**src/rtl/dbg_bus_pkg.sv**
```systemverilog
package dbg_bus_pkg;

  typedef enum logic [1:0] {
    ST_OK      = 2'b00,
    ST_TIMEOUT = 2'b01,
    ST_BUSERR  = 2'b10
  } busStatus_e;

  typedef enum logic [1:0] {
    S_IDLE,
    S_WAITG,
    S_CYC,
    S_HOLD
  } ctrlState_e;

  typedef struct packed {
    logic loadOp;
    logic clearWd;
    logic runWd;
    logic captureRd;
  } dpStrobe_t;

endpackage

```
**src/rtl/dbg_bus_dpath.sv**
```systemverilog
module dbg_bus_dpath
  import dbg_bus_pkg::*;
#(
  parameter int ADDR_W   = 32,
  parameter int DATA_W   = 32,
  parameter int WD_LIMIT = 1024
) (
  input  logic              clk,
  input  logic              rstN,
  input  dpStrobe_t         strobe,
  input  logic              opWrite,
  input  logic [ADDR_W-1:0] opAddr,
  input  logic [DATA_W-1:0] opWdata,
  input  logic              opLast,
  input  logic [DATA_W-1:0] wbDatI,
  output logic [ADDR_W-1:0] wbAdr,
  output logic [DATA_W-1:0] wbDatO,
  output logic              wbWe,
  output logic              isLast,
  output logic              wdExpired,
  output logic [DATA_W-1:0] opRdata
);

  localparam int WD_W = $clog2(WD_LIMIT + 1);
  localparam logic [WD_W-1:0] WD_LAST = WD_W'(WD_LIMIT - 1);
  localparam logic [WD_W-1:0] WD_TOP  = WD_W'(WD_LIMIT);

  logic [WD_W-1:0] wdCnt;

  always_ff @(posedge clk or negedge rstN) begin
    if (!rstN) begin
      wbAdr  <= '0;
      wbDatO <= '0;
      wbWe   <= 1'b0;
      isLast <= 1'b0;
    end else if (strobe.loadOp) begin
      wbAdr  <= opAddr;
      wbDatO <= opWdata;
      wbWe   <= opWrite;
      isLast <= opLast;
    end
  end

  always_ff @(posedge clk or negedge rstN) begin
    if (!rstN) begin
      wdCnt <= '0;
    end else if (strobe.clearWd) begin
      wdCnt <= '0;
    end else if (strobe.runWd && !wdExpired) begin
      wdCnt <= wdCnt + 1'b1;
    end
  end

  assign wdExpired = (wdCnt == WD_LAST);

  always_ff @(posedge clk or negedge rstN) begin
    if (!rstN) begin
      opRdata <= '0;
    end else if (strobe.captureRd && !wbWe) begin
      opRdata <= wbDatI;
    end
  end

  // watchdog never runs past its limit inside a cycle
  assert_wd_bound_R5: assert property (@(posedge clk) disable iff (!rstN)
    strobe.runWd |-> (wdCnt < WD_TOP));

  // bus-side request fields hold while a cycle runs
  assert_fields_stable_R3: assert property (@(posedge clk) disable iff (!rstN)
    (strobe.runWd && $past(strobe.runWd)) |->
      ($stable(wbWe) && $stable(wbAdr) && $stable(wbDatO)));

endmodule

```
**src/rtl/dbg_bus_ctrl.sv**
```systemverilog
module dbg_bus_ctrl
  import dbg_bus_pkg::*;
(
  input  logic       clk,
  input  logic       rstN,
  input  logic       opValid,
  input  logic       busGnt,
  input  logic       wbAck,
  input  logic       wbErr,
  input  logic       isLast,
  input  logic       wdExpired,
  output logic       opReady,
  output logic       busReq,
  output logic       wbCyc,
  output logic       wbStb,
  output logic       opDone,
  output logic [1:0] opStatus,
  output dpStrobe_t  strobe
);

  ctrlState_e state, nextState;
  logic       cycEnd;
  busStatus_e endStatus;

  always_comb begin
    nextState = state;
    strobe    = '0;
    cycEnd    = 1'b0;
    endStatus = ST_OK;
    case (state)
      S_IDLE, S_HOLD: begin
        if (opValid) begin
          strobe.loadOp = 1'b1;
          nextState     = S_WAITG;
        end
      end
      S_WAITG: begin
        if (busGnt) begin
          strobe.clearWd = 1'b1;
          nextState      = S_CYC;
        end
      end
      S_CYC: begin
        strobe.runWd     = 1'b1;
        strobe.captureRd = wbAck;
        cycEnd           = wbAck || wbErr || wdExpired;
        if (wbAck)       endStatus = ST_OK;
        else if (wbErr)  endStatus = ST_BUSERR;
        else             endStatus = ST_TIMEOUT;
        if (cycEnd) nextState = isLast ? S_IDLE : S_HOLD;
      end
      default: nextState = S_IDLE;
    endcase
  end

  always_ff @(posedge clk or negedge rstN) begin
    if (!rstN) begin
      state    <= S_IDLE;
      opDone   <= 1'b0;
      opStatus <= ST_OK;
    end else begin
      state  <= nextState;
      opDone <= cycEnd;
      if (cycEnd) opStatus <= endStatus;
    end
  end

  assign wbCyc   = (state == S_CYC);
  assign wbStb   = (state == S_CYC);
  assign busReq  = (state != S_IDLE);
  assign opReady = (state == S_IDLE) || (state == S_HOLD);

  assert_no_cyc_without_gnt_R1: assert property (@(posedge clk) disable iff (!rstN)
    (state == S_WAITG && !busGnt) |=> !wbCyc);

  assert_cyc_falls_with_done_R3: assert property (@(posedge clk) disable iff (!rstN)
    $fell(wbCyc) |-> opDone);

  assert_ack_ends_cycle_R4: assert property (@(posedge clk) disable iff (!rstN)
    (wbCyc && wbAck) |=> (!wbCyc && opDone));

  assert_ack_wins_R6: assert property (@(posedge clk) disable iff (!rstN)
    (wbCyc && wbAck) |=> (opStatus == ST_OK));

  assert_err_status_R7: assert property (@(posedge clk) disable iff (!rstN)
    (wbCyc && wbErr && !wbAck) |=> (opDone && opStatus == ST_BUSERR));

  assert_done_single_R10: assert property (@(posedge clk) disable iff (!rstN)
    opDone |=> !opDone);

endmodule

```
**src/rtl/dbg_bus_master.sv**
```systemverilog
module dbg_bus_master
  import dbg_bus_pkg::*;
#(
  parameter int ADDR_W   = 32,
  parameter int DATA_W   = 32,
  parameter int WD_LIMIT = 1024
) (
  input  logic              clk,
  input  logic              rstN,
  input  logic              opValid,
  input  logic              opWrite,
  input  logic [ADDR_W-1:0] opAddr,
  input  logic [DATA_W-1:0] opWdata,
  input  logic              opLast,
  output logic              opReady,
  output logic              opDone,
  output logic [1:0]        opStatus,
  output logic [DATA_W-1:0] opRdata,
  output logic              busReq,
  input  logic              busGnt,
  output logic              wbCyc,
  output logic              wbStb,
  output logic              wbWe,
  output logic [ADDR_W-1:0] wbAdr,
  output logic [DATA_W-1:0] wbDatO,
  input  logic [DATA_W-1:0] wbDatI,
  input  logic              wbAck,
  input  logic              wbErr
);

  dpStrobe_t strobe;
  logic      isLast;
  logic      wdExpired;

  dbg_bus_ctrl ctrl_i (
    .clk       (clk),
    .rstN      (rstN),
    .opValid   (opValid),
    .busGnt    (busGnt),
    .wbAck     (wbAck),
    .wbErr     (wbErr),
    .isLast    (isLast),
    .wdExpired (wdExpired),
    .opReady   (opReady),
    .busReq    (busReq),
    .wbCyc     (wbCyc),
    .wbStb     (wbStb),
    .opDone    (opDone),
    .opStatus  (opStatus),
    .strobe    (strobe)
  );

  dbg_bus_dpath #(
    .ADDR_W   (ADDR_W),
    .DATA_W   (DATA_W),
    .WD_LIMIT (WD_LIMIT)
  ) dpath_i (
    .clk       (clk),
    .rstN      (rstN),
    .strobe    (strobe),
    .opWrite   (opWrite),
    .opAddr    (opAddr),
    .opWdata   (opWdata),
    .opLast    (opLast),
    .wbDatI    (wbDatI),
    .wbAdr     (wbAdr),
    .wbDatO    (wbDatO),
    .wbWe      (wbWe),
    .isLast    (isLast),
    .wdExpired (wdExpired),
    .opRdata   (opRdata)
  );

endmodule

```
**config.mk**
```make
export PLATFORM = sky130hd
export DESIGN_NAME = dbg_bus_master
export DESIGN_NICKNAME = d
export VERILOG_FILES = /design/src/rtl/dbg_bus_pkg.sv /design/src/rtl/dbg_bus_dpath.sv /design/src/rtl/dbg_bus_ctrl.sv /design/src/rtl/dbg_bus_master.sv
export SDC_FILE = /design/constraint.sdc
export NUM_CORES = 1
export LEC_CHECK = 0
export BUFFER_PORTS_ARGS = -buffer_cell sky130_fd_sc_hd__buf_2
export CORE_ASPECT_RATIO = 2
export CORE_MARGIN = 2
export CORE_UTILIZATION = 42
export DETAILED_ROUTE_END_ITERATION = 7
export GPL_TIMING_DRIVEN = 0
export PLACE_DENSITY = 0.85
export SLEW_MARGIN = 0
export SYNTH_ARGS = -nofsm -noshare
export SYNTH_HDL_FRONTEND = slang
export SYNTH_SLANG_ARGS = --single-unit
```
**constraint.sdc**
```tcl
create_clock -name clk -period 1.9 [get_ports clk]
set_clock_uncertainty 0.2 [all_clocks]
set_input_delay 0.38 -clock clk [delete_from_list [all_inputs] [get_ports clk]]
set_output_delay 0.38 -clock clk [all_outputs]
set_load 0.01 [all_outputs]
```
==> impl_metrics.ini, run 1 <==
[status]
status = complete, but fails checks
violations = negative setup slack

[place]
dpl.hpwl_mm = 8.77
globalplace.congestion = 0.826
port_buffers = 207
dp_cells = 642
post-place-ws_ns = -0.265

[timing]
setup_viol = 1
hold_slack_ns = 0.0121
tightest_slew_ns = 0.829
slew_violations = 0
hold_viol = 0
rsz0062_at_grt = true
finalSetupTns_ns = -0.00552
fin_ws_ns = -0.00552
slew_headroom = 0.447
timing.fmax_ghz = 0.525
post-route-min-period_ns = 1.91
period_share = 1.00

[global_routing]
grt_pass1_wl_mm = 18.3
overflow = 0
grt_pass1_vias = 3863
track_usage = 0.204
grtUsageMet3 = 0.0576
use_met2 = 0.390
busiest_layer = met2
grt_use_met1 = 0.190
antenna_found_initial = 0
grt_max_degree = 65

[finish]
n_antenna_cell = 0
multi_input_area_um2 = 1610
num-fill-cells = 830
fin_util = 0.656
finalNonFillerCells = 721
area_growth_pct = 52.0
nets = 681
layout-drive-gt1-share = 0.654
area.sequential_um2 = 2860

[pwr]
p_sw_frac = 0.322
p_comb_frac = 0.397
p_leak_uw = 0.00337
clockPowerShare = 0.247
powerDensity_nw_per_um2 = 1680
power.share.sequential = 0.356
ir_drop_uv = 1050
internal_power_uw = 7830
switchingPower_uw = 3710

[yosys]
synth-seq-area-share = 0.631
ys_warn_count = 0
syn_inst = 297
ys_top_cells_by_count = dfrtp_1, mux2_2, buf_2
async_flop_share = 1.00
ys_ff_latch = 114
synth_area_leader_cell = dfrtp_1
synthMostInstantiatedCell = dfrtp_1
ys.flop_type = dfrtp_1
synth.area.top_cells = dfrtp_1, mux2_2, ha_1, buf_2, a21oi_1
synth_edf_count = 0
syn_area_um2 = 4520
synth_fp_nets = 405
avgSynthCellArea_um2 = 15.2
synth.distinct_cells = 39
netlist.area_leader.share = 0.631

[flow_run]
cap_violations = 0

[critical_path]
r2r-start = ctrl_i.state[0]
reg2regPathDepth = 6
required_ns = 1.32
criticalPathCategory = reg -> out
critPathArrivalTime_ns = 1.33
crit-reg2reg-capture = dpath_i.wbDatO[5]
crit_path_start_kind = flip-flop
crit_path_max_fanout = 3
r2r_slack_ns = 0.02
endpoint_kind = primary output

[clock_network]
clock_path_buffers = 2
cts_buffers = 17
cts_max_level = 4
cts.clk_slew.worst_paths_ns = 0.05
root_buffer = clkbuf_16
cts_sinks = 114
cts_tree = built
clock_latency_ns = 0.40

[die]
io_pins = 208
num_rows = 53
initial_utilization = 0.432
die_w_um = 77.4
die_h_um = 151
die_area_um2 = 11700
coreArea_um2 = 10500

[drt]
routed_wl_mm = 12.1
postRouteAntennaNets = 0
route.detailed.wl_per_inst_um = 16.8
drcViolationCount = 0
viasPerCell = 4.96
vias = 3577
drt_iter0_drc = 66
drtPass1Iterations = 4

[worst_hold_path]
min_to = dpath_i.wbDatO[15]
min_from = opWdata[15]
hold_path_class = in -> reg
hold_depth = 2
[worst max-delay path by stage]
stage | start | slack (ns) | end
finish | ctrl_i.state[1] | -0.006 | opReady
global route | ctrl_i.state[0] | -0.06 | dpath_i.wbDatO[5]
CTS | ctrl_i.state[1] | -0.02 | dpath_i.wbAdr[22]
detailed placement | ctrl_i.state[0] | -0.26 | dpath_i.wbAdr[22]
global placement | rstN | -0.95 | dpath_i.opRdata[17]
floorplan | ctrl_i.state[0] | 0.02 | dpath_i.wbAdr[22]
[cell usage in the layout, fill, tap and decap left out, types with 2 or more instances in the layout]
master         instances
buf_2                204
dfrtp_1              112
mux2_2                98
dlygate4sd3_1         33
buf_4                 19
clkbuf_16             17
buf_6                 11
a21oi_1                7
clkinv_2               6
nand2_1                5
inv_1                  4
or4_1                  4
o21ai_0                4
nor2_1                 4
o31ai_1                3
nand3_1                3
xor2_1                 3
clkinvlp_4             3
inv_2                  2
nand3b_1               2
nor3_1                 2
clkbuf_4               2
mux2i_1                2
ha_4                   2
dfrtp_2                2
[cells by family (layout without fill, tap and decap cells)]
logic type / count (synthesis) / count (layout) / share of synthesized area
flip-flops: 114 / 114 / 0.631
multiplexers: 100 / 100 / 0.248
AND/OR/NAND/NOR: 32 / 32 / 0.0423
AO/OA/AOI/OAI: 23 / 23 / 0.0393
buffers and inverters: 21 / 308 / 0.0224
adder cells (fa/ha/maj): 4 / 4 / 0.0111
XOR/XNOR: 3 / 3 / 0.00581
[worst max-delay path: stages, from the launching register on]
cell and delay, ns:
dfrtp_1 0.39, inv_2 0.08, ha_4 0.30, inv_4 0.04
buf_6 0.11
[through the flow]
stage | cell area (um2) | total power [uW]
floorplan | 4540 | 6500
global placement | 5750 | 8040
detailed placement | 5780 | 8310
CTS | 6680 | 11500
global route | 6880 | 12200
finish | 6880 | 11500
[flip-flops by register name (all words and copies together) (netlist names)]
register	cells
dpath_i.wbWe	1
ctrl_i.state	2
dpath_i.wdCnt	11
ctrl_i.opStatus	2
dpath_i.isLast	1
dpath_i.wbDatO	32
dpath_i.wbAdr	32
dpath_i.opRdata	32
ctrl_i.opDone	1
[metal layers]
layer,up-vias,part of all wire
li1,1612,-
met2,151,0.59
met1,1770,0.33
met3,44,0.038
met5,-,0
met4,0,0.043
[area by class of cell]
class | instances | area share
timing repair buffer | 258 | 0.223
buffer | 13 | 0.0202
tap | 137 | 0.0249
inverter | 7 | 0.00419
sequential | 114 | 0.415
multi-input combinational | 162 | 0.234
clock buffer | 19 | 0.0644
clock inverter | 11 | 0.0133
[power groups by stage]
stage,sequential [uW],combinational [uW],clock (uW)
final,4100,4580,2850
after global routing,4240,4890,3040
after CTS,4100,4480,2930
after detailed placement,4130,4170,0
after global placement,4040,4000,0
after floorplan,4610,1890,0
[timing repair]
action / in CTS / in global routing
endpoints found under the setup margin: 108 / 77
pin swaps: 3 / 2
gates resized for setup: 22 / 11
hold buffers: 21 / 12
endpoints found under the hold margin: 83 / 12
buffers inserted: 11 / 6
Power figures use the tool's default switching activity.
==> run 2: changes to the inputs <==
- CORE_ASPECT_RATIO: 2 -> 0.7
- CORE_MARGIN: 2 -> 3
- CORE_UTILIZATION: 42 -> 35
- PLACE_DENSITY: 0.85 -> 0.74
==> impl_metrics.ini, run 2 (synthesis gave the netlist of run 1 again) <==
[drt]
drt_iter0_drc = 81
postRouteAntennaNets = 0
vias = 3622
routed_wl_mm = 13.3
route.detailed.wl_per_inst_um = 17.2
drcViolationCount = 0
drtPass1Iterations = 4
viasPerCell = 4.67

[worst_hold_path]
min_from = opWdata[30]
min_to = dpath_i.wbDatO[30]
hold_depth = 2
hold_path_class = in -> reg

[clock_network]
cts_sinks = 114
root_buffer = clkbuf_16
cts_buffers = 17
cts_max_level = 4
cts.clk_slew.worst_paths_ns = 0.06
clock_latency_ns = 0.40
clock_path_buffers = 2
cts_tree = built

[pwr]
p_leak_uw = 0.00369
p_sw_frac = 0.321
ir_drop_uv = 962
switchingPower_uw = 4040
internal_power_uw = 8550
clockPowerShare = 0.253
power.share.sequential = 0.330
powerDensity_nw_per_um2 = 1680
p_comb_frac = 0.417

[die]
die_w_um = 142
initial_utilization = 0.362
die_area_um2 = 14300
die_h_um = 101
coreArea_um2 = 12500
io_pins = 208
num_rows = 34

[global_routing]
grt_pass1_wl_mm = 19.9
grt_max_degree = 70
antenna_found_initial = 0
track_usage = 0.178
grt_pass1_vias = 3899
overflow = 0

[timing]
post-route-min-period_ns = 1.92
tightest_slew_ns = 0.606
slew_headroom = 0.596
rsz0062_at_grt = true
hold_slack_ns = 0.0113
timing.fmax_ghz = 0.522
setup_viol = 7
hold_viol = 0
finalSetupTns_ns = -0.0314
period_share = 1.01
fin_ws_ns = -0.0174
slew_violations = 0

[finish]
area_growth_pct = 66.1
n_antenna_cell = 0
nets = 708
fin_util = 0.601
layout-drive-gt1-share = 0.633
final_cell_mix = buf_2, dfrtp_1, dlygate4sd3_1
largestRegisters = dpath_i.opRdata (32), dpath_i.wbAdr (32), dpath_i.wbDatO (32)
mostFrequentLayoutCell = buf_2

[status]
status = complete, but fails checks
violations = negative setup slack

[place]
port_buffers = 207
post-place-ws_ns = -0.246
globalplace.congestion = 0.800
dpl.hpwl_mm = 8.23

[critical_path]
required_ns = 1.32
crit_path_start_kind = flip-flop
criticalPathCategory = reg -> out
endpoint_kind = primary output
reg2regPathDepth = 6
crit_path_max_fanout = 4
critPathArrivalTime_ns = 1.34
crit-reg2reg-capture = dpath_i.wbAdr[24]
r2r-start = ctrl_i.state[1]
r2r_slack_ns = 0

[flow_run]
cap_violations = 0
## run 2: changes by cell type in the layout (fill, tap and decap cells not counted), moves of 3 or more
cell           delta
mux2_2           -40
mux2_4           +40
dlygate4sd3_1    +28
buf_6             -6
buf_12            +5
buf_4             -5
clkinv_2          -4
inv_6             +4
clkbuf_16         +3
## run 2: critical path, stage by stage (launching register included)
cell and delay [ns]:
dfrtp_1 0.40, inv_2 0.08, ha_4 0.30, inv_2 0.05, buf_6 0.11
## run 2: through the flow
stage	cell area, um2	std cells	total power [uW]
CTS	7140	765	11800
finish	7510	775	12600
detailed placement	5810	667	8240
floorplan	4540	297	6500
global placement	5780	666	8040
global route	7510	775	13300
## run 2: layout make-up
cell class / instances / area [um2]
Multi-Input combinational cell: 162 / 1790
Clock buffer: 18 / 439
Inverter: 7 / 26.3
Buffer: 13 / 186
Clock inverter: 14 / 154
Tap cell: 162 / 203
Sequential cell: 114 / 2860
Fill cell: 950 / 4990
Timing Repair Buffer: 285 / 1860
## run 2: routing by layer
layer | vias to the layer above | share of wire | global-route usage
li1 | 1678 | - | -
met1 | 1775 | 0.42 | 0.215
met2 | 154 | 0.50 | 0.303
met3 | 15 | 0.068 | 0.0517
met4 | 0 | 0.013 | 0.0701
met5 | - | 0 | 0
## run 2: how the worst max path moves through the flow
stage / startpoint / to / slack (ns) / depth (start not counted)
floorplan: ctrl_i.state[0] / dpath_i.wbAdr[22] / 0.02 / 6
global placement: rstN / dpath_i.wbDatO[26] / -1.03 / 1
detailed placement: ctrl_i.state[0] / dpath_i.wbDatO[26] / -0.25 / 6
CTS: ctrl_i.state[0] / wbStb / -0.03 / 4
global route: dpath_i.wdCnt[1] / ctrl_i.state[1] / -0.1 / 6
finish: ctrl_i.state[1] / opReady / -0.02 / 4
## run 2: repair_timing
item	4_1_cts	5_1_grt
endpoints found under the setup margin	107	86
gates resized for setup	26	65
endpoints found under the hold margin	104	1
setup buffers	5	6
pin swaps	2	6
hold buffers	60	1
gates cloned	2	3
## run 2: power by group through the flow
| stage | logic, uW | registers [uW] | clock network (uW) |
|---|---|---|---|
| 3_5_place_dp | 4140 | 4100 | 0 |
| 6_report | 5250 | 4150 | 3180 |
| 4_1_cts | 4500 | 4090 | 3260 |
| 2_1_floorplan | 1890 | 4610 | 0 |
| 3_3_place_gp | 4010 | 4030 | 0 |
| 5_1_grt | 5630 | 4290 | 3390 |
==> run 3: changes to the inputs <==
- BUFFER_PORTS_ARGS: -buffer_cell sky130_fd_sc_hd__buf_2 -> not set
- CTS_CLUSTER_SIZE: not set -> 30
- DONT_BUFFER_PORTS: not set -> 1
- PLACE_DENSITY: 0.74 -> 0.6
==> impl_metrics.ini, run 3 (synthesis gave the netlist of run 1 again) <==
[finish]
layout-drive-gt1-share = 0.412
nets = 539
fin_util = 0.538
area_growth_pct = 48.9
largestRegisters = dpath_i.opRdata (32), dpath_i.wbAdr (32), dpath_i.wbDatO (32)
mostFrequentLayoutCell = dfrtp_1
n_antenna_cell = 0
final_cell_mix = dfrtp_1, dlygate4sd3_1, mux2_2

[place]
dpl.hpwl_mm = 7.01
post-place-ws_ns = -0.360
port_buffers = 0
globalplace.congestion = 0.721

[die]
initial_utilization = 0.362
die_w_um = 142
io_pins = 208
num_rows = 34
die_h_um = 101
die_area_um2 = 14300
coreArea_um2 = 12500

[critical_path]
criticalPathCategory = reg -> reg
crit-reg2reg-capture = dpath_i.wdCnt[7]
reg2regPathDepth = 8
r2r_slack_ns = -0.005
startpoint = ctrl_i.state[0]
crit_end = dpath_i.wdCnt[7]
r2r-start = ctrl_i.state[0]
critPathArrivalTime_ns = 1.98
required_ns = 1.98
crit_path_start_kind = flip-flop
endpoint_kind = flip-flop
crit_path_max_fanout = 7

[global_routing]
overflow = 0
grt_pass1_vias = 3372
grt_max_degree = 115
grt_pass1_wl_mm = 17.1
antenna_found_initial = 0
track_usage = 0.156

[pwr]
clockPowerShare = 0.304
ir_drop_uv = 861
p_leak_uw = 0.00290
switchingPower_uw = 3580
power.share.sequential = 0.435
p_comb_frac = 0.261
p_sw_frac = 0.318
internal_power_uw = 7670
powerDensity_nw_per_um2 = 1670

[clock_network]
cts_max_level = 4
cts.clk_slew.worst_paths_ns = 0.06
cts_buffers = 17
clock_path_buffers = 2
cts_tree = built
clock_latency_ns = 0.40
cts_sinks = 114
root_buffer = clkbuf_16

[timing]
slew_violations = 0
fin_ws_ns = -0.00459
setup_viol = 1
hold_slack_ns = -0.536
tightest_slew_ns = 0.445
slew_headroom = 0.701
period_share = 1.00
rsz0062_at_grt = true
hold_viol = 114
finalSetupTns_ns = -0.00459
post-route-min-period_ns = 1.90
timing.fmax_ghz = 0.525

[status]
status = complete, but fails checks
violations = negative hold slack, negative setup slack

[drt]
vias = 2960
viasPerCell = 4.88
drcViolationCount = 0
drt_iter0_drc = 57
route.detailed.wl_per_inst_um = 18.9
drtPass1Iterations = 4
routed_wl_mm = 11.5
postRouteAntennaNets = 0

[worst_hold_path]
hold_path_class = in -> async

[flow_run]
cap_violations = 0
[run 3: cell types whose count changed in the layout (fill, tap and decap cells not counted), sizes merged]
| cell | change |
|---|---|
| clkbuf | -4 |
| clkinv | -1 |
| dlygate4sd3 | +39 |
| bufinv | +2 |
| buf | -204 |
| clkinvlp | -1 |
[run 3: through the flow]
step | area [um2] | total power [uW] | hold WS [ns] | std cells
3_3_place_gp | 4740 | 7010 | -0.113 | 459
6_report | 6730 | 11200 | -0.536 | 606
2_1_floorplan | 4540 | 6500 | -0.116 | 297
4_1_cts | 6530 | 11000 | -0.550 | 597
3_5_place_dp | 4740 | 7110 | -0.113 | 459
5_1_grt | 6730 | 11800 | -0.560 | 606
[run 3: layout make-up]
| cell class | instances | area (um2) |
|---|---|---|
| plain buffers | 13 | 169 |
| clock buffers | 18 | 439 |
| fillers | 971 | 5770 |
| multi-input cells | 162 | 1690 |
| repair buffers | 116 | 1150 |
| inverters | 7 | 26.3 |
| flip-flops and latches | 114 | 2860 |
| clock inverters | 14 | 201 |
| well taps | 162 | 203 |
[run 3: worst min path at each step]
| stage | slack (ns) | depth (start not counted) | from | endpoint |
|---|---|---|---|---|
| 2_1_floorplan | -0.12 | 0 | rstN | ctrl_i.opDone |
| 3_3_place_gp | -0.11 | 0 | rstN | dpath_i.wbAdr[26] |
| 3_5_place_dp | -0.11 | 0 | rstN | dpath_i.wbAdr[24] |
| 4_1_cts | -0.55 | 0 | rstN | dpath_i.wbAdr[24] |
| 5_1_grt | -0.56 | 0 | rstN | dpath_i.wbAdr[24] |
| 6_report | -0.54 | 0 | rstN | dpath_i.wbAdr[23] |
[run 3: power by group through the flow]
stage	clock network [uW]	registers, uW	logic (uW)
final	3420	4900	2930
after global routing	3620	5050	3160
after CTS	3500	4880	2660
after detailed placement	0	4890	2220
after global placement	0	4900	2110
after floorplan	0	4610	1890
[run 3: timing repair]
action / in CTS / in global routing
hold buffers: 99 / 1
gates cloned: 0 / 1
endpoints found under the setup margin: 112 / 94
hold endpoints to repair: 213 / 115
setup buffers: 8 / 7
pin swaps: 2 / 8
resized for setup: 29 / 31
[run 3: critical path, stage by stage, from the launching register on]
cell,delay [ns]
dfrtp_1,0.39
inv_2,0.11
ha_4,0.19
buf_8,0.13
o31ai_4,0.10
buf_6,0.15
buf_4,0.15
o31ai_2,0.25
a21oi_2,0.08
[run 3: layer usage]
layer / vias up / GRT usage / wire length, um / part of all wire
met3: 6 / 0.0778 / 1160 / 0.10
met1: 1455 / 0.176 / 4630 / 0.40
li1: 1344 / - / - / -
met5: - / 0 / 0 / 0
met4: 0 / 0.0442 / 82 / 0.0072
met2: 155 / 0.263 / 5580 / 0.49
